===== config.mk =====
export PLATFORM = sky130hd
export DESIGN_NAME = cfgspi_slave
export DESIGN_NICKNAME = d
export VERILOG_FILES = /design/src/rtl/cfgspi_pkg.sv /design/src/rtl/cfgspi_sync.sv /design/src/rtl/cfgspi_frame.sv /design/src/rtl/cfgspi_regs.sv /design/src/rtl/cfgspi_slave.sv
export SDC_FILE = /design/constraint.sdc
export NUM_CORES = 1
export LEC_CHECK = 0
export ABC_AREA = 1
export BUFFER_PORTS_ARGS = -buffer_cell sky130_fd_sc_hd__buf_2
export CORE_ASPECT_RATIO = 0.8
export CORE_MARGIN = 2
export CORE_UTILIZATION = 62
export CTS_BUF_LIST = sky130_fd_sc_hd__clkbuf_16
export CTS_CLUSTER_DIAMETER = 80
export CTS_CLUSTER_SIZE = 30
export DETAILED_ROUTE_END_ITERATION = 7
export HOLD_SLACK_MARGIN = 0.02
export PLACE_DENSITY = 0.92
export SYNTH_ARGS = -nofsm -noshare
export SYNTH_HDL_FRONTEND = slang
export SYNTH_SLANG_ARGS = --single-unit

===== constraint.sdc =====
create_clock -name clk -period 4.6 [get_ports clk]
set_input_delay 0.92 -clock clk [delete_from_list [all_inputs] [get_ports clk]]
set_output_delay 0.92 -clock clk [all_outputs]
set_load 0.005 [all_outputs]

===== src/rtl/cfgspi_pkg.sv =====
// Shared constants and types for the serial configuration slave.
// Assumes byte-wide registers and a 4-bit address field.
package cfgspi_pkg;
    localparam int BYTE_W     = 8;
    localparam int ADDR_W     = 4;
    localparam int FRAME_BITS = 2 * BYTE_W;
    localparam int CNT_W      = $clog2(FRAME_BITS);

    localparam logic [ADDR_W-1:0] ADDR_SETUP  = 4'h0;
    localparam logic [ADDR_W-1:0] ADDR_OFFSET = 4'h1;
    localparam logic [ADDR_W-1:0] ADDR_MODE   = 4'hF;

    typedef enum logic [1:0] {
        LOCK_SHUT = 2'd0,
        LOCK_HALF = 2'd1,
        LOCK_OPEN = 2'd2
    } lock_state_t;

    typedef struct packed {
        logic       pga1_on;
        logic       pga2_on;
        logic       filt_ext;
        logic       cm_high;
        logic [1:0] stage2_gain;
        logic       stage1_low;
    } setup_t;
endpackage


===== src/rtl/cfgspi_sync.sv =====
// Multi-bit level synchronizer for slow asynchronous pins.
// Assumes each bit is an independent level held longer than STAGES clocks.
module cfgspi_sync #(
    parameter int               WIDTH     = 3,
    parameter int               STAGES    = 2,
    parameter logic [WIDTH-1:0] RESET_VAL = '0
) (
    input  logic             clk,
    input  logic             rst_n,
    input  logic [WIDTH-1:0] d,
    output logic [WIDTH-1:0] q
);
    generate
        if (STAGES <= 1) begin : g_single
            logic [WIDTH-1:0] stage_q;
            // Single capture flop.
            always_ff @(posedge clk) begin
                if (!rst_n) stage_q <= RESET_VAL;
                else        stage_q <= d;
            end
            assign q = stage_q;
        end else begin : g_chain
            logic [STAGES*WIDTH-1:0] chain_q;
            // Shift the pin levels through the flop chain.
            always_ff @(posedge clk) begin
                if (!rst_n) chain_q <= {STAGES{RESET_VAL}};
                else        chain_q <= {chain_q[(STAGES-1)*WIDTH-1:0], d};
            end
            assign q = chain_q[STAGES*WIDTH-1 -: WIDTH];
        end
    endgenerate
endmodule


===== src/rtl/cfgspi_frame.sv =====
// Frame engine: finds serial clock edges, counts 16-bit frames, captures the
// instruction and data bytes, issues write strobes and shifts read data out.
// Assumes synchronized inputs, MSB-first bits, rising-edge sampling and
// falling-edge output. A high select clears the frame at once.
module cfgspi_frame
    import cfgspi_pkg::*;
(
    input  logic              clk,
    input  logic              rst_n,
    input  logic              sclk_s,
    input  logic              csn_s,
    input  logic              sdi_s,
    input  logic              rd_ok,
    input  logic [BYTE_W-1:0] rd_data,
    output logic [ADDR_W-1:0] rd_addr,
    output logic              wr_stb,
    output logic [ADDR_W-1:0] wr_addr,
    output logic [BYTE_W-1:0] wr_data,
    output logic              sdo,
    output logic              sdo_en
);
    logic              sclk_d;
    logic              sclk_rise, sclk_fall;
    logic [BYTE_W-2:0] in_sh;
    logic [BYTE_W-1:0] next_byte;
    logic [BYTE_W-1:0] instr_q;
    logic [BYTE_W-1:0] tx_sh;
    logic [CNT_W-1:0]  bit_cnt;
    logic              rd_act;
    logic              instr_end, frame_end, next_legal, instr_legal;

    // Remember the last synchronized clock level for edge detection.
    always_ff @(posedge clk) begin
        if (!rst_n) sclk_d <= 1'b1;
        else        sclk_d <= sclk_s;
    end

    // Decode edges, boundaries and instruction legality.
    always_comb begin
        sclk_rise   = sclk_s & ~sclk_d;
        sclk_fall   = ~sclk_s & sclk_d;
        next_byte   = {in_sh, sdi_s};
        instr_end   = (bit_cnt == CNT_W'(BYTE_W - 1));
        frame_end   = (bit_cnt == CNT_W'(FRAME_BITS - 1));
        next_legal  = (next_byte[BYTE_W-2:ADDR_W] == '0);
        instr_legal = (instr_q[BYTE_W-2:ADDR_W] == '0);
        rd_addr     = next_byte[ADDR_W-1:0];
    end

    // Frame sequencing: shift in, capture, write strobe, read shift-out.
    always_ff @(posedge clk) begin
        if (!rst_n) begin
            in_sh   <= '0;
            instr_q <= '0;
            tx_sh   <= '0;
            bit_cnt <= '0;
            rd_act  <= 1'b0;
            wr_stb  <= 1'b0;
            wr_addr <= '0;
            wr_data <= '0;
            sdo     <= 1'b0;
            sdo_en  <= 1'b0;
        end else begin
            wr_stb <= 1'b0;
            if (csn_s) begin
                bit_cnt <= '0;
                rd_act  <= 1'b0;
                sdo_en  <= 1'b0;
            end else if (sclk_rise) begin
                in_sh   <= next_byte[BYTE_W-2:0];
                bit_cnt <= frame_end ? '0 : bit_cnt + 1'b1;
                if (instr_end) begin
                    instr_q <= next_byte;
                    if (next_byte[BYTE_W-1] && next_legal && rd_ok) begin
                        rd_act <= 1'b1;
                        tx_sh  <= rd_data;
                    end
                end
                if (frame_end) begin
                    rd_act <= 1'b0;
                    sdo_en <= 1'b0;
                    if (!instr_q[BYTE_W-1] && instr_legal) begin
                        wr_stb  <= 1'b1;
                        wr_addr <= instr_q[ADDR_W-1:0];
                        wr_data <= next_byte;
                    end
                end
            end else if (sclk_fall && rd_act) begin
                sdo    <= tx_sh[BYTE_W-1];
                tx_sh  <= {tx_sh[BYTE_W-2:0], 1'b0};
                sdo_en <= 1'b1;
            end
        end
    end
endmodule


===== src/rtl/cfgspi_regs.sv =====
// Register file: setup register, offset DAC code and the read-unlock state.
// Assumes at most one write strobe per frame. Decides read access from the
// address captured at the end of the instruction byte.
module cfgspi_regs
    import cfgspi_pkg::*;
#(
    parameter logic [BYTE_W-1:0] KEY_FIRST  = 8'hFE,
    parameter logic [BYTE_W-1:0] KEY_SECOND = 8'hED,
    parameter logic [BYTE_W-1:0] DAC_RESET  = 8'h80
) (
    input  logic              clk,
    input  logic              rst_n,
    input  logic              wr_stb,
    input  logic [ADDR_W-1:0] wr_addr,
    input  logic [BYTE_W-1:0] wr_data,
    input  logic [ADDR_W-1:0] rd_addr,
    output logic              rd_ok,
    output logic [BYTE_W-1:0] rd_data,
    output setup_t            setup_q,
    output logic [BYTE_W-1:0] dac_q,
    output lock_state_t       lock_q
);
    // Setup register update.
    always_ff @(posedge clk) begin
        if (!rst_n)                               setup_q <= '0;
        else if (wr_stb && wr_addr == ADDR_SETUP) setup_q <= setup_t'(wr_data[BYTE_W-2:0]);
    end

    // Offset DAC code update.
    always_ff @(posedge clk) begin
        if (!rst_n)                                dac_q <= DAC_RESET;
        else if (wr_stb && wr_addr == ADDR_OFFSET) dac_q <= wr_data;
    end

    // Unlock sequence tracking on writes to the mode register.
    always_ff @(posedge clk) begin
        if (!rst_n) begin
            lock_q <= LOCK_SHUT;
        end else if (wr_stb && wr_addr == ADDR_MODE) begin
            if (wr_data == KEY_FIRST)                               lock_q <= LOCK_HALF;
            else if (wr_data == KEY_SECOND && lock_q == LOCK_HALF)  lock_q <= LOCK_OPEN;
            else                                                    lock_q <= LOCK_SHUT;
        end
    end

    // Read permission and read data selection.
    always_comb begin
        rd_ok   = (lock_q == LOCK_OPEN) &&
                  (rd_addr == ADDR_SETUP || rd_addr == ADDR_OFFSET);
        rd_data = '0;
        if (rd_addr == ADDR_SETUP)       rd_data = {1'b0, setup_q};
        else if (rd_addr == ADDR_OFFSET) rd_data = dac_q;
    end
endmodule


===== src/rtl/cfgspi_slave.sv =====
// Top of the serial configuration slave: synchronizes the bus pins, runs
// the frame engine and exposes the decoded configuration fields.
// Assumes serial clock and select levels last at least three clk cycles.
module cfgspi_slave
    import cfgspi_pkg::*;
#(
    parameter int                SYNC_STAGES = 2,
    parameter logic [BYTE_W-1:0] KEY_FIRST   = 8'hFE,
    parameter logic [BYTE_W-1:0] KEY_SECOND  = 8'hED,
    parameter logic [BYTE_W-1:0] DAC_RESET   = 8'h80
) (
    input  logic        clk,
    input  logic        rst_n,
    input  logic        spi_sclk,
    input  logic        spi_csn,
    input  logic        spi_sdi,
    output logic        spi_sdo,
    output logic        spi_sdo_en,
    output logic        pga1_on,
    output logic        pga2_on,
    output logic        filt_ext_sel,
    output logic        cm_high_sel,
    output logic [1:0]  stage2_gain,
    output logic        stage1_low_gain,
    output logic [7:0]  dac_code
);
    logic              csn_s, sclk_s, sdi_s;
    logic              rd_ok, wr_stb;
    logic [BYTE_W-1:0] rd_data, wr_data;
    logic [ADDR_W-1:0] rd_addr, wr_addr;
    setup_t            setup_q;
    lock_state_t       lock_q;

    cfgspi_sync #(
        .WIDTH     (3),
        .STAGES    (SYNC_STAGES),
        .RESET_VAL (3'b110)
    ) u_sync (
        .clk   (clk),
        .rst_n (rst_n),
        .d     ({spi_csn, spi_sclk, spi_sdi}),
        .q     ({csn_s, sclk_s, sdi_s})
    );

    cfgspi_frame u_frame (
        .clk     (clk),
        .rst_n   (rst_n),
        .sclk_s  (sclk_s),
        .csn_s   (csn_s),
        .sdi_s   (sdi_s),
        .rd_ok   (rd_ok),
        .rd_data (rd_data),
        .rd_addr (rd_addr),
        .wr_stb  (wr_stb),
        .wr_addr (wr_addr),
        .wr_data (wr_data),
        .sdo     (spi_sdo),
        .sdo_en  (spi_sdo_en)
    );

    cfgspi_regs #(
        .KEY_FIRST  (KEY_FIRST),
        .KEY_SECOND (KEY_SECOND),
        .DAC_RESET  (DAC_RESET)
    ) u_regs (
        .clk     (clk),
        .rst_n   (rst_n),
        .wr_stb  (wr_stb),
        .wr_addr (wr_addr),
        .wr_data (wr_data),
        .rd_addr (rd_addr),
        .rd_ok   (rd_ok),
        .rd_data (rd_data),
        .setup_q (setup_q),
        .dac_q   (dac_code),
        .lock_q  (lock_q)
    );

    // Break the setup register into its output fields.
    always_comb begin
        pga1_on         = setup_q.pga1_on;
        pga2_on         = setup_q.pga2_on;
        filt_ext_sel    = setup_q.filt_ext;
        cm_high_sel     = setup_q.cm_high;
        stage2_gain     = setup_q.stage2_gain;
        stage1_low_gain = setup_q.stage1_low;
    end
endmodule


== Word level (Yosys, flattened, before mapping) ==
Cells that the tools add are included.

* Bitwise gates (word level): 8
* Eq/ne operators: 12
* Reductions and logical operators: 27
* Muxes and demuxes: 16
* $add $sub $neg: 1

{| class="wikitable"
|+ Operator list
! operator !! number
|-
| $mux 8 || 6
|-
| $eq 8x8->1 const B || 2
|-
| $logic_and 1x1->1 || 9
|-
| $reduce_and 3->1 || 3
|-
| $eq 4x1->1 const B || 2
|-
| $eq 4x4->1 const B || 2
|-
| $logic_not 4->1 || 2
|-
| $reduce_and 4->1 || 2
|-
| $mux 1 || 7
|-
| $logic_not 3->1 || 2
|-
| $ne 2x2->1 const B || 3
|-
| $not 1->1 || 6
|-
| $reduce_bool 2->1 || 3
|-
| $add 4x1->4 const B || 1
|-
| $eq 4x3->1 const B || 1
|-
| $mux 2 || 2
|-
| $mux 4 || 1
|-
| $reduce_and 2->1 || 2
|-
| $reduce_or 4->1 || 1
|-
| $and 1x1->1 || 2
|-
| $eq 2x1->1 const B || 1
|-
| $eq 2x2->1 const B || 1
|-
| $reduce_or 2->1 || 1
|-
| $logic_not 1->1 || 1
|-
| $logic_or 1x1->1 || 1
|}

* Output and inout bits: 17
* Word-level logic and storage cells: 84
* Bits in registers: 67
* Input bits: 5

== Logic depth before layout (Yosys ltp) ==
Gate-level depths: netlist (run 1).

* Depth after elaboration: 7
* Gate-level depth with buffers: 11
* Gate-level depth less buffers: 9

== Cells and area by module ==
Synthesis (run 1) repeated with hierarchy kept, for this count alone.

* Cells, all modules: 428
* Area total of the unflattened synthesis: 3055.4 um2

{| class="wikitable"
|+ By module, submodules not included
! module !! cells an instance !! area an instance (um2) !! instances
|-
| cfgspi_frame || 287 || 2037.0 || 1
|-
| cfgspi_regs || 120 || 830.8 || 1
|-
| cfgspi_sync || 21 || 187.7 || 1
|}

== Worst setup path before layout (run 1) ==
OpenSTA, ideal clock, no wires.

* Kind: input port to flip-flop
* Start: input rst_n
* End: register u_sync.g_chain.chain_q[1]
* Arrival: 1.387 ns
* Cell stages on the path: 3
* Path slack: 3.089 ns
* Path buffers: 1
* Required time: 4.477 ns
* Cells stage by stage: inv_1 > clkbuf_1 > or2_2

{| class="wikitable"
|+ RTL lines
! element !! line !! source
|-
| start, declared || cfgspi_slave.sv:13 || <nowiki>input logic rst_n,</nowiki>
|-
| end signal, assigned || cfgspi_sync.sv:26 || <nowiki>if (!rst_n) chain_q <= {STAGES{RESET_VAL}};</nowiki>
|-
| end signal, assigned || cfgspi_sync.sv:27 || <nowiki>else chain_q <= {chain_q[(STAGES-1)*WIDTH-1:0], d};</nowiki>
|-
| end, declared || cfgspi_sync.sv:23 || <nowiki>logic [STAGES*WIDTH-1:0] chain_q;</nowiki>
|}

No word-level cell between the ends.

==> results of run 1 <==
==> metrics by stage <==
stage          power, µW  cells
5_1_grt             1240    470
3_3_place_gp         622    454
2_1_floorplan        618    389
6_report            1200    470
3_5_place_dp         624    454
4_1_cts             1210    470
==> flip-flops by register name, indices dropped and copies added (netlist names) <==
signal                  count
u_frame.tx_sh               8
u_sync.g_chain.chain_q      6
u_frame.sdo                 1
u_frame.sclk_d              1
u_frame.wr_stb              1
u_frame.in_sh               7
u_frame.wr_data             8
u_frame.sdo_en              1
u_frame.rd_act              1
u_regs.dac_q                8
u_frame.bit_cnt             4
u_regs.setup_q              7
u_frame.wr_addr             4
u_regs.lock_q               2
u_frame.instr_q             8
==> placed cells by master (no fill, tap or decap), types with 5 or more instances in the layout <==
| cell | instances |
|---|---|
| sky130_fd_sc_hd__clkbuf_16 | 9 |
| sky130_fd_sc_hd__inv_1 | 38 |
| sky130_fd_sc_hd__clkinv_2 | 5 |
| sky130_fd_sc_hd__buf_2 | 21 |
| sky130_fd_sc_hd__nand4_1 | 8 |
| sky130_fd_sc_hd__nand2_1 | 70 |
| sky130_fd_sc_hd__nand3_1 | 22 |
| sky130_fd_sc_hd__nor2_1 | 67 |
| sky130_fd_sc_hd__o21ai_0 | 39 |
| sky130_fd_sc_hd__a21oi_1 | 29 |
| sky130_fd_sc_hd__nor2_2 | 5 |
| sky130_fd_sc_hd__dfxtp_1 | 67 |
==> power groups by stage <==
stage                     clock [µW]  combinational [µW]  sequential (µW)
after floorplan                    0                20.2              598
after global placement             0                23.0              599
after detailed placement           0                23.8              600
after CTS                        599                24.2              588
after global routing             623                27.7              588
final                            591                24.2              588
==> synthesized netlist by cell type <==
master and instances:
sky130_fd_sc_hd__ha_1 1, sky130_fd_sc_hd__nor3b_1 2, sky130_fd_sc_hd__clkbuf_1 7, sky130_fd_sc_hd__nor3_4 2, sky130_fd_sc_hd__clkinv_1 2, sky130_fd_sc_hd__nor2_1 67, sky130_fd_sc_hd__o21ai_0 39, sky130_fd_sc_hd__or2_2 4
sky130_fd_sc_hd__a211oi_1 1, sky130_fd_sc_hd__nand3b_1 1, sky130_fd_sc_hd__nand3_1 22, sky130_fd_sc_hd__nand3_2 2, sky130_fd_sc_hd__buf_6 5, sky130_fd_sc_hd__buf_2 2, sky130_fd_sc_hd__dfxtp_1 67, sky130_fd_sc_hd__nor3_1 4
sky130_fd_sc_hd__nand2_1 70, sky130_fd_sc_hd__nor2_4 1, sky130_fd_sc_hd__buf_1 1, sky130_fd_sc_hd__o21ai_2 1, sky130_fd_sc_hd__nand2_2 4, sky130_fd_sc_hd__nand2_4 1, sky130_fd_sc_hd__inv_1 37, sky130_fd_sc_hd__nor4_1 1
sky130_fd_sc_hd__a21oi_1 29, sky130_fd_sc_hd__buf_4 1, sky130_fd_sc_hd__inv_2 2, sky130_fd_sc_hd__nor2_2 5, sky130_fd_sc_hd__nand4_1 8
==> logic make-up after synthesis <==
| kind of cell | after synthesis | share of synthesized area |
|---|---|---|
| AO/OA/AOI/OAI | 70 | 0.125 |
| adder cells (fa/ha/maj) | 1 | 0.00439 |
| AND/OR/NAND/NOR | 194 | 0.309 |
| buffers and inverters | 57 | 0.0905 |
| flip-flops | 67 | 0.471 |
==> cell type report <==
| class | instances | area share |
|---|---|---|
| clock buffer | 9 | 0.0707 |
| tap | 60 | 0.0236 |
| sequential | 67 | 0.421 |
| multi-input combinational | 265 | 0.392 |
| clock inverter | 7 | 0.0114 |
| timing repair buffer | 21 | 0.0330 |
| inverter | 41 | 0.0483 |
==> worst paths after layout <==
kind | slack [ns] | endpoint | depth (start not counted) | from
max | 2.36 | u_frame.sdo$_SDFFE_PN0P_ | 7 | rst_n
min | 0.41 | u_sync.g_chain.chain_q[4]$_SDFF_PN1_ | 1 | u_sync.g_chain.chain_q[1]$_SDFF_PN1_
max reg2reg | 2.55 | u_frame.wr_data[4]$_SDFFE_PN0P_ | 8 | u_frame.sclk_d$_SDFF_PN1_
min reg2reg | 0.41 | u_sync.g_chain.chain_q[4]$_SDFF_PN1_ | 1 | u_sync.g_chain.chain_q[1]$_SDFF_PN1_
==> layer usage <==
| layer | global-route usage | part of all wire |
|---|---|---|
| met5 | 0 | 0 |
| met3 | 0.0836 | 0.059 |
| met1 | 0.296 | 0.44 |
| met4 | 0.106 | 0.012 |
| met2 | 0.441 | 0.49 |
==> summary.json, run 1 <==
{
  "outcome": {
    "outcome": "complete, no violations"
  },
  "sta": {
    "fin_hold_ws_ns": 0.414,
    "final-hold-violation-count": 0,
    "clock.fmax_mhz": 447,
    "timing.final.ws_setup_ns": 2.36,
    "setup_viol": 0,
    "totalNegativeSetupSlack_ns": 0,
    "clock_skew_ns": 0.00529,
    "max-slew-margin-rel": 0.513,
    "finalWorstPathRequiredPeriod_ns": 2.24,
    "tightestPinTransition_ns": 0.731,
    "rsz_0062_raised_after_global_routing": "no",
    "post-route-period-util": 0.486,
    "timing.final.max_slew_violations": 0
  },
  "floorplan": {
    "die_area_um2": 5150,
    "core.rowCount": 22,
    "io-pin-count": 22,
    "die_width_um": 79.8,
    "fp.dieH_um": 64.6,
    "initial_core_util": 0.631,
    "core_area_um2": 4510
  },
  "critical_path": {
    "crit_slowest_cell": "sky130_fd_sc_hd__buf_2",
    "worstPathMaxFanout": 52,
    "worst-endpoint-arrival_ns": 2.50,
    "critPathKind": "in2reg",
    "timing.critical_path.max_delay_family": "buffers and inverters",
    "cp-end-kind": "flip-flop",
    "cp_common_cell": "sky130_fd_sc_hd__nor2_1",
    "critPathMaxStageDelay_ns": 0.55,
    "cp.buffers_inverters": 3,
    "type_of_origin_of_the_critical_path": "input pin",
    "data_required_time_of_the_worst_path_ns": 4.86,
    "timing.critical_path.cells": "buf_2 -> inv_1 -> nor2_1 -> inv_1 -> nor2_1 -> a21oi_1 -> nor2_1"
  },
  "routing": {
    "route.vias.total": 2463,
    "post_drt_via_cell_ratio": 5.24,
    "drt-total-wl_um": 6060,
    "avgRoutedWirePerCell_um": 12.9,
    "pre_repair_dr_iteration_count": 4,
    "drc": 0,
    "dr.first_iter.drc_count": 173,
    "routed_antenna_nets": 0
  },
  "yosys": {
    "ys_ff_latch": 67,
    "synth_top_cells_by_area": "sky130_fd_sc_hd__dfxtp_1 (47%), sky130_fd_sc_hd__nand2_1 (9.2%), sky130_fd_sc_hd__nor2_1 (8.8%)",
    "synth.lib_cells_used.distinct": 29,
    "yosysSeqAreaShare": 0.471,
    "postSynthNetCount": 395,
    "postSynthCellCount": 389,
    "syn_area_per_cell_um2": 7.32,
    "synth-warning-count": 0,
    "post_synthesis_instance_area_um2": 2850,
    "yosysTopAreaCellShare": 0.471,
    "post-synth-top-area-cell": "sky130_fd_sc_hd__dfxtp_1"
  },
  "clocking": {
    "h-tree-depth": 3,
    "root_buffer": "sky130_fd_sc_hd__clkbuf_16",
    "cts-resized-gates": 0,
    "holdBufCountCts": 0,
    "worstSkewPairLatency_ns": 0.32,
    "clkSinkCount": 67,
    "tritoncts": "built",
    "cts.path.max_buffers": 2,
    "post-cts-setup-buffers": 0,
    "reg_clk_slew_reported_paths_ns": 0.05,
    "cts_made_buffers": 9
  },
  "layout": {
    "final_nets": 411,
    "area_growth_pct": 11.9,
    "filler_cell_count": 365,
    "layout-drive-gt1-share": 0.141,
    "fin_util": 0.706,
    "post_route_standard_cell_area_excluding_fillers_um2": 3190,
    "area.sequential_um2": 1340,
    "multi_input_comb_area_um2": 1250,
    "n_antenna_cell": 0
  },
  "power": {
    "seq_power_share": 0.489,
    "power.density_nw_per_um2": 378,
    "clockPowerShare": 0.491,
    "switching_power_uw": 256,
    "p_comb_frac": 0.020,
    "power.leakage_uw": 0.00142,
    "netSwitchingFraction": 0.213,
    "power.internal_uw": 947,
    "irDropWorstVdd_v": 0.000323
  },
  "global_routing": {
    "grt_overflow": 0,
    "grt_use_total": 0.257,
    "wire_length_of_the_first_global_routing_pass_um": 10200,
    "grt_max_degree": 53,
    "antenna_found_initial": 0,
    "grt_pass1_vias": 2340
  },
  "flow_run": {
    "max-cap-violations": 0
  },
  "placement": {
    "place.detailed.hpwl_um": 4090,
    "placed_cell_area_um2": 2920,
    "port_buffers": 21,
    "gp_routability_congestion": 0.838,
    "pre_cts_slack_ns": 2.02
  },
  "min_path": {
    "min-delay-path-class": "reg2reg"
  }
}
No activity file was read; power rests on OpenSTA's default activity.
==> inputs of run 2 (changes only) <==
--- a/config.mk
+++ b/config.mk
@@ -5,17 +5,17 @@
 export SDC_FILE = /design/constraint.sdc
 export NUM_CORES = 1
 export LEC_CHECK = 0
-export ABC_AREA = 1
+export ABC_AREA = 0
 export BUFFER_PORTS_ARGS = -buffer_cell sky130_fd_sc_hd__buf_2
 export CORE_ASPECT_RATIO = 0.8
 export CORE_MARGIN = 2
-export CORE_UTILIZATION = 62
+export CORE_UTILIZATION = 53
 export CTS_BUF_LIST = sky130_fd_sc_hd__clkbuf_16
 export CTS_CLUSTER_DIAMETER = 80
 export CTS_CLUSTER_SIZE = 30
 export DETAILED_ROUTE_END_ITERATION = 7
 export HOLD_SLACK_MARGIN = 0.02
-export PLACE_DENSITY = 0.92
+export PLACE_DENSITY = 0.85
 export SYNTH_ARGS = -nofsm -noshare
 export SYNTH_HDL_FRONTEND = slang
 export SYNTH_SLANG_ARGS = --single-unit
==> constraint.sdc (replaced) <==
create_clock -name clk -period 2 [get_ports clk]
set_input_delay 0.4 -clock clk [delete_from_list [all_inputs] [get_ports clk]]
set_output_delay 0.4 -clock clk [all_outputs]
set_load 0.005 [all_outputs]
==> summary.json, run 2 <==
{
  "outcome": {
    "outcome": {"value": "finished with violations", "change": "was complete, no violations"},
    "violations": "negative setup slack"
  },
  "yosys": {
    "syn_area_per_cell": {"value": 9.91, "unit": "µm²", "change": "was 7.32 µm²"},
    "postSynthCellCount": {"value": 284, "change": "was 389"},
    "synth_flop_cell": {"value": "sky130_fd_sc_hd__dfxtp_1", "change": "unchanged"},
    "postSynthNetCount": {"value": 290, "change": "was 395"},
    "post-synth-top-area-cell": {"value": "sky130_fd_sc_hd__dfxtp_1", "change": "unchanged"},
    "post_synthesis_instance_area": {"value": 2820, "unit": "µm²", "change": "was 2850 µm²"},
    "ys_ff_latch": {"value": 67, "change": "unchanged"},
    "synth_top_cells_by_area": {"value": "sky130_fd_sc_hd__dfxtp_1 (48%), sky130_fd_sc_hd__mux2i_1 (17%), sky130_fd_sc_hd__nor2b_1 (7.8%)", "change": "was sky130_fd_sc_hd__dfxtp_1 (47%), sky130_fd_sc_hd__nand2_1 (9.2%), sky130_fd_sc_hd__nor2_1 (8.8%)"},
    "synth.most_common_cell": {"value": "sky130_fd_sc_hd__dfxtp_1", "change": "was sky130_fd_sc_hd__nand2_1"},
    "synth.top_cells.by_count": {"value": "sky130_fd_sc_hd__dfxtp_1 (67), sky130_fd_sc_hd__mux2i_1 (49), sky130_fd_sc_hd__nor2b_1 (35)", "change": "was sky130_fd_sc_hd__nand2_1 (70), sky130_fd_sc_hd__dfxtp_1 (67), sky130_fd_sc_hd__nor2_1 (67)"},
    "synth.lib_cells_used.distinct": {"value": 35, "change": "was 29"},
    "yosysTopAreaCellShare": {"value": 0.476, "change": "was 0.471"},
    "synth-warning-count": {"value": 0, "change": "unchanged"},
    "synth-async-reset-ratio": {"value": 0, "change": "unchanged"},
    "yosysSeqAreaShare": {"value": 0.476, "change": "was 0.471"},
    "synth-edff-count": {"value": 0, "change": "unchanged"}
  },
  "routing": {
    "dr.first_iter.drc_count": {"value": 140, "change": "was 173"},
    "routedLengthMet1": {"value": 2650, "unit": "µm", "change": "was 2660 µm"},
    "wl_met3": {"value": 208, "unit": "µm", "change": "was 360 µm"},
    "avgRoutedWirePerCell": {"value": 14.6, "unit": "µm", "change": "was 12.9 µm"},
    "drt-total-wl": {"value": 5510, "unit": "µm", "change": "was 6060 µm"},
    "drc": {"value": 0, "change": "unchanged"},
    "routed_antenna_nets": {"value": 0, "change": "unchanged"},
    "met2_wirelength": {"value": 2600, "unit": "µm", "change": "was 2960 µm"},
    "route.vias.total": {"value": 2021, "change": "was 2463"},
    "pre_repair_dr_iteration_count": {"value": 4, "change": "unchanged"},
    "maxUsedRoutingLayer": {"value": "met4", "change": "unchanged"},
    "post_drt_via_cell_ratio": {"value": 5.35, "change": "was 5.24"}
  },
  "flow_run": {
    "max-cap-violations": {"value": 0, "change": "unchanged"}
  },
  "critical_path": {
    "worst-endpoint-arrival": {"value": 2.29, "unit": "ns", "change": "was 2.50 ns"},
    "critical_path.reg2reg.startpoint": {"value": "u_frame.in_sh[5]$_SDFFE_PN0P_", "change": "was u_frame.sclk_d$_SDFF_PN1_"},
    "critical_path.startpoint": {"value": "u_frame.in_sh[5]$_SDFFE_PN0P_", "change": "was rst_n"},
    "setup.reg_to_reg.worst_slack": {"value": -0.03, "unit": "ns", "change": "was 2.55 ns"},
    "regToRegEndpoint": {"value": "u_frame.rd_act$_SDFFE_PP0P_", "change": "was u_frame.wr_data[4]$_SDFFE_PN0P_"},
    "worstPathMaxFanout": {"value": 3, "change": "was 52"},
    "critPathKind": {"value": "reg2reg", "change": "was in2reg"},
    "cp-end-kind": {"value": "flip-flop", "change": "unchanged"},
    "worst-r2r-cell-count": {"value": 4, "change": "was 8"},
    "crit_end": {"value": "u_frame.rd_act$_SDFFE_PP0P_", "change": "was u_frame.sdo$_SDFFE_PN0P_"},
    "type_of_origin_of_the_critical_path": {"value": "flip-flop", "change": "was input pin"},
    "data_required_time_of_the_worst_path": {"value": 2.26, "unit": "ns", "change": "was 4.86 ns"}
  },
  "sta": {
    "fin_hold_ws": {"value": 0.252, "unit": "ns", "change": "was 0.414 ns"},
    "timing.final.max_slew_violations": {"value": 0, "change": "unchanged"},
    "final-hold-violation-count": {"value": 0, "change": "unchanged"},
    "clock.fmax_mhz": 492,
    "tightestPinTransition": {"value": 0.589, "unit": "ns", "change": "was 0.731 ns"},
    "max-slew-margin-rel": {"value": 0.607, "change": "was 0.513"},
    "timing.final.ws_setup": {"value": -0.0344, "unit": "ns", "change": "was 2.36 ns"},
    "clock_skew": {"value": 0.00472, "unit": "ns", "change": "was 0.00529 ns"},
    "post-route-period-util": 1.02,
    "setup_viol": {"value": 9, "change": "was 0"},
    "rsz_0062_raised_after_global_routing": {"value": "yes", "change": "was no"},
    "finalWorstPathRequiredPeriod_ns": 2.03
  },
  "floorplan": {
    "io-pin-count": {"value": 22, "change": "unchanged"},
    "fp.dieH": {"value": 69.2, "unit": "µm", "change": "was 64.6 µm"},
    "die_width": {"value": 85.5, "unit": "µm", "change": "was 79.8 µm"},
    "core.rowCount": {"value": 23, "change": "was 22"},
    "die_area": {"value": 5910, "unit": "µm²", "change": "was 5150 µm²"},
    "core_area": {"value": 5060, "unit": "µm²", "change": "was 4510 µm²"},
    "initial_core_util": {"value": 0.556, "change": "was 0.631"}
  },
  "placement": {
    "gp_routability_congestion": {"value": 0.791, "change": "was 0.838"},
    "port_buffers": {"value": 21, "change": "unchanged"},
    "place.detailed.hpwl": {"value": 3670, "unit": "µm", "change": "was 4090 µm"},
    "placed_cell_area": {"value": 3040, "unit": "µm²", "change": "was 2920 µm²"}
  },
  "clocking": {
    "h-tree-depth": {"value": 3, "change": "unchanged"},
    "worstSkewPairLatency": {"value": 0.33, "unit": "ns", "change": "was 0.32 ns"},
    "tritoncts": {"value": "built", "change": "unchanged"},
    "cts.path.max_buffers": {"value": 2, "change": "unchanged"},
    "clkSinkCount": {"value": 67, "change": "unchanged"},
    "cts_made_buffers": {"value": 9, "change": "unchanged"},
    "reg_clk_slew_reported_paths": {"value": 0.05, "unit": "ns", "change": "about the same"},
    "root_buffer": {"value": "sky130_fd_sc_hd__clkbuf_16", "change": "unchanged"},
    "holdBufCountCts": {"value": 0, "change": "unchanged"}
  },
  "layout": {
    "filler_cell_count": {"value": 392, "change": "was 365"},
    "final_cell_mix": {"value": "sky130_fd_sc_hd__dfxtp_1 (67), sky130_fd_sc_hd__mux2i_1 (49), sky130_fd_sc_hd__nor2b_1 (35)", "change": "was sky130_fd_sc_hd__nand2_1 (70), sky130_fd_sc_hd__nor2_1 (67), sky130_fd_sc_hd__dfxtp_1 (67)"},
    "most_frequent_standard_cell_in_the_layout_excluding_fill_and_tap_cells": {"value": "sky130_fd_sc_hd__dfxtp_1", "change": "was sky130_fd_sc_hd__nand2_1"},
    "fin_util": {"value": 0.651, "change": "was 0.706"},
    "final_nets": {"value": 318, "change": "was 411"},
    "post_route_standard_cell_area_excluding_fillers": {"value": 3300, "unit": "µm²", "change": "was 3190 µm²"},
    "layout-drive-gt1-share": {"value": 0.171, "change": "was 0.141"},
    "area_growth": {"value": 17.2, "unit": "%", "change": "was 11.9%"},
    "n_antenna_cell": {"value": 0, "change": "unchanged"}
  },
  "global_routing": {
    "grt_overflow": {"value": 0, "change": "unchanged"},
    "grt_pass1_vias": {"value": 2031, "change": "was 2340"},
    "antenna_found_initial": {"value": 0, "change": "unchanged"},
    "wire_length_of_the_first_global_routing_pass": {"value": 9790, "unit": "µm", "change": "was 10200 µm"},
    "grt_max_degree": {"value": 38, "change": "was 53"},
    "grt_use_total": {"value": 0.209, "change": "was 0.257"}
  },
  "min_path": {
    "min_path_cells": {"value": 2, "change": "was 1"},
    "min-delay-path-class": {"value": "in2reg", "change": "was reg2reg"}
  },
  "power": {
    "fin_total_pwr": {"value": 2740, "unit": "µW", "change": "was 1200 µW"},
    "power.density": {"value": 831, "unit": "nW/µm²", "change": "was 378 nW/µm²"},
    "irDropWorstVdd": {"value": 0.000602, "unit": "V", "change": "was 0.000323 V"},
    "power.leakage": {"value": 0.00124, "unit": "µW", "change": "was 0.00142 µW"}
  }
}
==> run 2: changes by cell type in the layout (fill, tap and decap cells not counted), moves of 6 or more <==
| cell | change |
|---|---|
| sky130_fd_sc_hd__nand3_1 | -18 |
| sky130_fd_sc_hd__a21oi_1 | -27 |
| sky130_fd_sc_hd__nand2_1 | -43 |
| sky130_fd_sc_hd__nor2_1 | -62 |
| sky130_fd_sc_hd__inv_1 | -37 |
| sky130_fd_sc_hd__nor3_1 | +6 |
| sky130_fd_sc_hd__nand4_1 | -7 |
| sky130_fd_sc_hd__o21ai_0 | -24 |
| sky130_fd_sc_hd__nand2b_1 | +8 |
| sky130_fd_sc_hd__mux2i_1 | +49 |
| sky130_fd_sc_hd__a21boi_0 | +10 |
| sky130_fd_sc_hd__and2_1 | +9 |
| sky130_fd_sc_hd__nor2b_1 | +35 |
| sky130_fd_sc_hd__buf_4 | +11 |
==> run 2: routing by layer <==
metal  vias to the layer above  track usage
li1                       1025            -
met4                         0       0.0776
met5                         -            0
met3                         4       0.0655
met2                        30        0.326
met1                       962        0.271
==> run 2: cells by family (layout without fill, tap and decap cells) <==
group                    after synthesis  in the layout  synth area share
AND/OR/NAND/NOR                      116            116             0.239
multiplexers                          50             50             0.178
adder cells (fa/ha/maj)                1              1           0.00444
AO/OA/AOI/OAI                         31             31            0.0671
XOR/XNOR                               3              3           0.00934
flip-flops                            67             67             0.476
buffers and inverters                 16             48            0.0258
==> run 2: final cells by class <==
class	instances	area (µm²)	area share
Timing Repair Buffer	33	208	0.0630
Sequential cell	67	1340	0.407
Clock buffer	9	225	0.0683
Tap cell	62	77.6	0.0235
Clock inverter	6	25.0	0.00758
Multi-Input combinational cell	201	1420	0.431
==> run 2: power breakdown <==
part | internal, µW | switching [µW]
Combinational | 24.9 | 25.4
Clock | 807 | 531
Sequential | 1340 | 9.48
Total | 2170 | 566
==> run 2: worst min-delay path by stage <==
stage	start	endpoint
final	spi_csn	u_sync.g_chain.chain_q[2]$_SDFF_PN1_
after global routing	spi_csn	u_sync.g_chain.chain_q[2]$_SDFF_PN1_
after CTS	spi_csn	u_sync.g_chain.chain_q[2]$_SDFF_PN1_
after detailed placement	u_sync.g_chain.chain_q[2]$_SDFF_PN1_	u_sync.g_chain.chain_q[5]$_SDFF_PN1_
after global placement	u_sync.g_chain.chain_q[1]$_SDFF_PN1_	u_sync.g_chain.chain_q[4]$_SDFF_PN1_
after floorplan	u_sync.g_chain.chain_q[1]$_SDFF_PN1_	u_sync.g_chain.chain_q[4]$_SDFF_PN1_
==> run 2: timing repair <==
item | CTS | global route
hold endpoints to repair | 0 | 0
cloned | 0 | 0
buffers inserted | 0 | 0
endpoints found under the setup margin | 9 | 9
resized for setup | 3 | 0
==> run 2: critical path: stages, from the launching register on <==
cell,delay [ns]
sky130_fd_sc_hd__dfxtp_1,0.30
sky130_fd_sc_hd__or4_1,0.51
sky130_fd_sc_hd__or4_4,0.55
sky130_fd_sc_hd__or3_2,0.48
sky130_fd_sc_hd__a21oi_2,0.13
==> run 2: metrics by stage <==
stage	setup WS [ns]	TNS, ns	instances
floorplan	0.0209	0	284
global placement	-0.0634	-0.494	363
detailed placement	-0.0908	-0.695	363
CTS	-0.0279	-0.162	378
global route	-0.124	-0.991	378
finish	-0.0344	-0.200	378
==> inputs of run 3 (changes only) <==
--- a/config.mk
+++ b/config.mk
@@ -15,7 +15,8 @@
 export CTS_CLUSTER_SIZE = 30
 export DETAILED_ROUTE_END_ITERATION = 7
 export HOLD_SLACK_MARGIN = 0.02
-export PLACE_DENSITY = 0.85
+export PLACE_DENSITY = 0.84
 export SYNTH_ARGS = -nofsm -noshare
 export SYNTH_HDL_FRONTEND = slang
+export SYNTH_HIERARCHICAL = 1
 export SYNTH_SLANG_ARGS = --single-unit
==> summary.json, run 3 <==
{
  "routing": {
    "routedLengthMet1": {"value": 2790, "unit": "µm", "change": "was 2650 µm"},
    "met2_wirelength": {"value": 3010, "unit": "µm", "change": "was 2600 µm"},
    "wl_met3": {"value": 317, "unit": "µm", "change": "was 208 µm"},
    "route.vias.total": {"value": 2367, "change": "was 2021"},
    "drt-total-wl": {"value": 6240, "unit": "µm", "change": "was 5510 µm"},
    "drc": {"value": 0, "change": "unchanged"},
    "post_drt_via_cell_ratio": {"value": 5.70, "change": "was 5.35"},
    "maxUsedRoutingLayer": {"value": "met4", "change": "unchanged"},
    "routed_antenna_nets": {"value": 0, "change": "unchanged"},
    "dr.first_iter.drc_count": {"value": 198, "change": "was 140"},
    "avgRoutedWirePerCell": {"value": 15.0, "unit": "µm", "change": "was 14.6 µm"},
    "pre_repair_dr_iteration_count": {"value": 5, "change": "was 4"}
  },
  "layout": {
    "layout.cells.non_filler": {"value": 415, "change": "was 378"},
    "final_nets": {"value": 351, "change": "was 318"},
    "final_cell_mix": {"value": "sky130_fd_sc_hd__dfxtp_1 (65), sky130_fd_sc_hd__nand2_1 (41), sky130_fd_sc_hd__nand3_1 (30)", "change": "was sky130_fd_sc_hd__dfxtp_1 (67), sky130_fd_sc_hd__mux2i_1 (49), sky130_fd_sc_hd__nor2b_1 (35)"},
    "n_antenna_cell": {"value": 0, "change": "unchanged"},
    "post_route_standard_cell_area_excluding_fillers": {"value": 3420, "unit": "µm²", "change": "was 3300 µm²"},
    "layout-drive-gt1-share": {"value": 0.203, "change": "was 0.171"},
    "area_growth": {"value": 18.3, "unit": "%", "change": "was 17.2%"},
    "most_frequent_standard_cell_in_the_layout_excluding_fill_and_tap_cells": {"value": "sky130_fd_sc_hd__dfxtp_1", "change": "unchanged"}
  },
  "placement": {
    "pre_cts_slack": {"value": 0.0941, "unit": "ns", "change": "was -0.0908 ns"},
    "placed_cell_area": {"value": 3040, "unit": "µm²", "change": "about the same"},
    "gp_routability_congestion": {"value": 0.812, "change": "was 0.791"},
    "port_buffers": {"value": 21, "change": "unchanged"},
    "placed_cells": {"value": 397, "change": "was 363"},
    "place.detailed.hpwl": {"value": 4110, "unit": "µm", "change": "was 3670 µm"}
  },
  "floorplan": {
    "core_area": {"value": 5350, "unit": "µm²", "change": "was 5060 µm²"},
    "initial_core_util": {"value": 0.541, "change": "was 0.556"},
    "io-pin-count": {"value": 22, "change": "unchanged"},
    "die_area": {"value": 6070, "unit": "µm²", "change": "was 5910 µm²"},
    "core.rowCount": {"value": 24, "change": "was 23"},
    "die_width": {"value": 86.6, "unit": "µm", "change": "was 85.5 µm"},
    "fp.dieH": {"value": 70.1, "unit": "µm", "change": "was 69.2 µm"}
  },
  "power": {
    "netSwitchingFraction": {"value": 0.199, "change": "was 0.206"},
    "power.internal": {"value": 2590, "unit": "µW", "change": "was 2170 µW"},
    "seq_power_share": {"value": 0.417, "change": "was 0.493"},
    "irDropWorstVdd": {"value": 0.000503, "unit": "V", "change": "was 0.000602 V"},
    "switching_power": {"value": 644, "unit": "µW", "change": "was 566 µW"},
    "power.leakage": {"value": 0.00121, "unit": "µW", "change": "was 0.00124 µW"},
    "clockPowerShare": {"value": 0.564, "change": "was 0.488"},
    "power.density": {"value": 946, "unit": "nW/µm²", "change": "was 831 nW/µm²"},
    "p_comb_frac": {"value": 0.019, "change": "was 0.018"}
  },
  "global_routing": {
    "grt_overflow": {"value": 0, "change": "unchanged"},
    "grt_max_degree": {"value": 26, "change": "was 38"},
    "grt_pass1_vias": {"value": 2310, "change": "was 2031"},
    "antenna_found_initial": {"value": 0, "change": "unchanged"},
    "grt_use_total": {"value": 0.219, "change": "was 0.209"},
    "wire_length_of_the_first_global_routing_pass": {"value": 10500, "unit": "µm", "change": "was 9790 µm"}
  },
  "sta": {
    "clock.fmax": {"value": 532, "unit": "MHz", "change": "was 492 MHz"},
    "max-slew-margin-rel": {"value": 0.492, "change": "was 0.607"},
    "timing.final.ws_setup": {"value": 0.120, "unit": "ns", "change": "was -0.0344 ns"},
    "finalWorstPathRequiredPeriod": {"value": 1.88, "unit": "ns", "change": "was 2.03 ns"},
    "tightestPinTransition": {"value": 0.759, "unit": "ns", "change": "was 0.589 ns"},
    "post-route-period-util": {"value": 0.940, "change": "was 1.02"},
    "rsz_0062_raised_after_global_routing": {"value": "yes", "change": "unchanged"},
    "final-hold-violation-count": {"value": 0, "change": "unchanged"},
    "timing.final.max_slew_violations": {"value": 0, "change": "unchanged"},
    "totalNegativeSetupSlack": {"value": 0, "unit": "ns", "change": "was -0.200 ns"},
    "clock_skew": {"value": 0.00727, "unit": "ns", "change": "was 0.00472 ns"},
    "setup_viol": {"value": 0, "change": "was 9"}
  },
  "min_path": {
    "min-delay-path-class": {"value": "in2reg", "change": "unchanged"},
    "worst_hold_startpoint": {"value": "spi_sclk", "change": "was spi_csn"}
  },
  "critical_path": {
    "worstPathMaxFanout": {"value": 4, "change": "was 3"},
    "critical_path.reg2reg.startpoint": {"value": "u_frame/in_sh[1]$_SDFFE_PN0P_", "change": "was u_frame.in_sh[5]$_SDFFE_PN0P_"},
    "data_required_time_of_the_worst_path": {"value": 2.26, "unit": "ns", "change": "about the same"},
    "critical_path.startpoint": {"value": "u_frame/in_sh[1]$_SDFFE_PN0P_", "change": "was u_frame.in_sh[5]$_SDFFE_PN0P_"},
    "crit_end": {"value": "u_frame/tx_sh[0]$_SDFFE_PN0P_", "change": "was u_frame.rd_act$_SDFFE_PP0P_"},
    "worst-r2r-cell-count": {"value": 7, "change": "was 4"},
    "type_of_origin_of_the_critical_path": {"value": "flip-flop", "change": "unchanged"},
    "regToRegEndpoint": {"value": "u_frame/tx_sh[0]$_SDFFE_PN0P_", "change": "was u_frame.rd_act$_SDFFE_PP0P_"},
    "cp-end-kind": {"value": "flip-flop", "change": "unchanged"},
    "worst-endpoint-arrival": {"value": 2.14, "unit": "ns", "change": "was 2.29 ns"},
    "critPathKind": {"value": "reg2reg", "change": "unchanged"},
    "setup.reg_to_reg.worst_slack": {"value": 0.12, "unit": "ns", "change": "was -0.03 ns"}
  },
  "yosys": {
    "synth_flop_cell": {"value": "sky130_fd_sc_hd__dfxtp_1", "change": "unchanged"},
    "post_synthesis_instance_area": {"value": 2890, "unit": "µm²", "change": "was 2820 µm²"},
    "synth-async-reset-ratio": {"value": 0, "change": "unchanged"},
    "syn_area_per_cell": {"value": 8.90, "unit": "µm²", "change": "was 9.91 µm²"},
    "synth-warning-count": {"value": 6, "change": "was 0"},
    "yosysTopAreaCellShare": {"value": 0.464, "change": "was 0.476"},
    "yosysSeqAreaShare": {"value": 0.464, "change": "was 0.476"},
    "synth-edff-count": {"value": 0, "change": "unchanged"},
    "synth.top_cells.by_count": {"value": "sky130_fd_sc_hd__dfxtp_1 (67), sky130_fd_sc_hd__nand2_1 (41), sky130_fd_sc_hd__nand3_1 (30)", "change": "was sky130_fd_sc_hd__dfxtp_1 (67), sky130_fd_sc_hd__mux2i_1 (49), sky130_fd_sc_hd__nor2b_1 (35)"},
    "postSynthNetCount": {"value": 331, "change": "was 290"},
    "synth_top_cells_by_area": {"value": "sky130_fd_sc_hd__dfxtp_1 (46%), sky130_fd_sc_hd__mux2i_1 (7.6%), sky130_fd_sc_hd__nand2_1 (5.3%)", "change": "was sky130_fd_sc_hd__dfxtp_1 (48%), sky130_fd_sc_hd__mux2i_1 (17%), sky130_fd_sc_hd__nor2b_1 (7.8%)"},
    "post-synth-top-area-cell": {"value": "sky130_fd_sc_hd__dfxtp_1", "change": "unchanged"},
    "postSynthCellCount": {"value": 325, "change": "was 284"},
    "synth.lib_cells_used.distinct": {"value": 41, "change": "was 35"},
    "ys_ff_latch": {"value": 67, "change": "unchanged"},
    "synth.most_common_cell": {"value": "sky130_fd_sc_hd__dfxtp_1", "change": "unchanged"}
  },
  "clocking": {
    "cts.path.max_buffers": {"value": 2, "change": "unchanged"},
    "worstSkewPairLatency": {"value": 0.33, "unit": "ns", "change": "about the same"},
    "cts_made_buffers": {"value": 9, "change": "unchanged"},
    "clkSinkCount": {"value": 67, "change": "unchanged"},
    "reg_clk_slew_reported_paths": {"value": 0.06, "unit": "ns", "change": "was 0.05 ns"},
    "root_buffer": {"value": "sky130_fd_sc_hd__clkbuf_16", "change": "unchanged"},
    "h-tree-depth": {"value": 3, "change": "unchanged"},
    "tritoncts": {"value": "built", "change": "unchanged"},
    "holdBufCountCts": {"value": 0, "change": "unchanged"}
  },
  "outcome": {
    "outcome": {"value": "complete, no violations", "change": "was finished with violations"}
  },
  "flow_run": {
    "max-cap-violations": {"value": 0, "change": "unchanged"}
  }
}
## run 3: final cells by class
class	count	area, µm²
clock inverter	7	124
multi-input combinational	229	1410
timing repair buffer	36	230
clock buffer	9	225
inverter	2	7.51
tap	65	81.3
sequential	67	1340
fill	434	1920
## run 3: what timing repair did
| item | in CTS | in global routing |
|---|---|---|
| gates resized for setup | 0 | 5 |
| endpoints found under the setup margin | 0 | 8 |
| buffers inserted | 0 | 2 |
## run 3: logic make-up after synthesis
group,share of synthesized area
simple gates,0.244
compound gates,0.143
flops,0.464
mux,0.0800
xor+xnor,0.00908
fa+ha+maj,0.00432
buf+inv,0.0558
## run 3: routing by layer
layer,global-route usage,up-vias
li1,-,1169
met1,0.282,1121
met2,0.344,63
met3,0.0686,14
met4,0.0781,0
met5,0,-
## run 3: how the worst min path moves through the flow
stage	end	slack (ns)	depth (start not counted)
final	u_sync/g_chain.chain_q[1]$_SDFF_PN1_	0.25	2
after global routing	u_sync/g_chain.chain_q[2]$_SDFF_PN1_	0.26	2
after CTS	u_sync/g_chain.chain_q[2]$_SDFF_PN1_	0.24	2
after detailed placement	u_sync/g_chain.chain_q[5]$_SDFF_PN1_	0.40	1
after global placement	u_sync/g_chain.chain_q[5]$_SDFF_PN1_	0.39	1
after floorplan	u_sync/g_chain.chain_q[4]$_SDFF_PN1_	0.39	1
## run 3: power by group through the flow
stage / clock network [µW] / logic (µW) / registers, µW
final: 1830 / 60.7 / 1350
after global routing: 1910 / 66.7 / 1350
after CTS: 1860 / 60.6 / 1350
after detailed placement: 0 / 60.1 / 1380
after global placement: 0 / 59.7 / 1380
after floorplan: 0 / 48.9 / 1370
## run 3: worst max-delay path, cell delays in order (launching register included)
cell and delay, ns:
sky130_fd_sc_hd__dfxtp_2 0.33, sky130_fd_sc_hd__or3_4 0.39, sky130_fd_sc_hd__nor3b_2 0.16, sky130_fd_sc_hd__nand2_1 0.10, sky130_fd_sc_hd__nor4_4 0.24, sky130_fd_sc_hd__buf_4 0.16
sky130_fd_sc_hd__mux2_2 0.32, sky130_fd_sc_hd__o21ai_1 0.11
## run 3: through the flow
| stage | total power [µW] | hold slack [ns] | utilization |
|---|---|---|---|
| after floorplan | 1420 | 0.386 | - |
| after global placement | 1440 | 0.390 | 0.570 |
| after detailed placement | 1440 | 0.396 | 0.570 |
| after CTS | 3270 | 0.244 | 0.635 |
| after global routing | 3330 | 0.258 | 0.640 |
| final | 3240 | 0.251 | 0.640 |
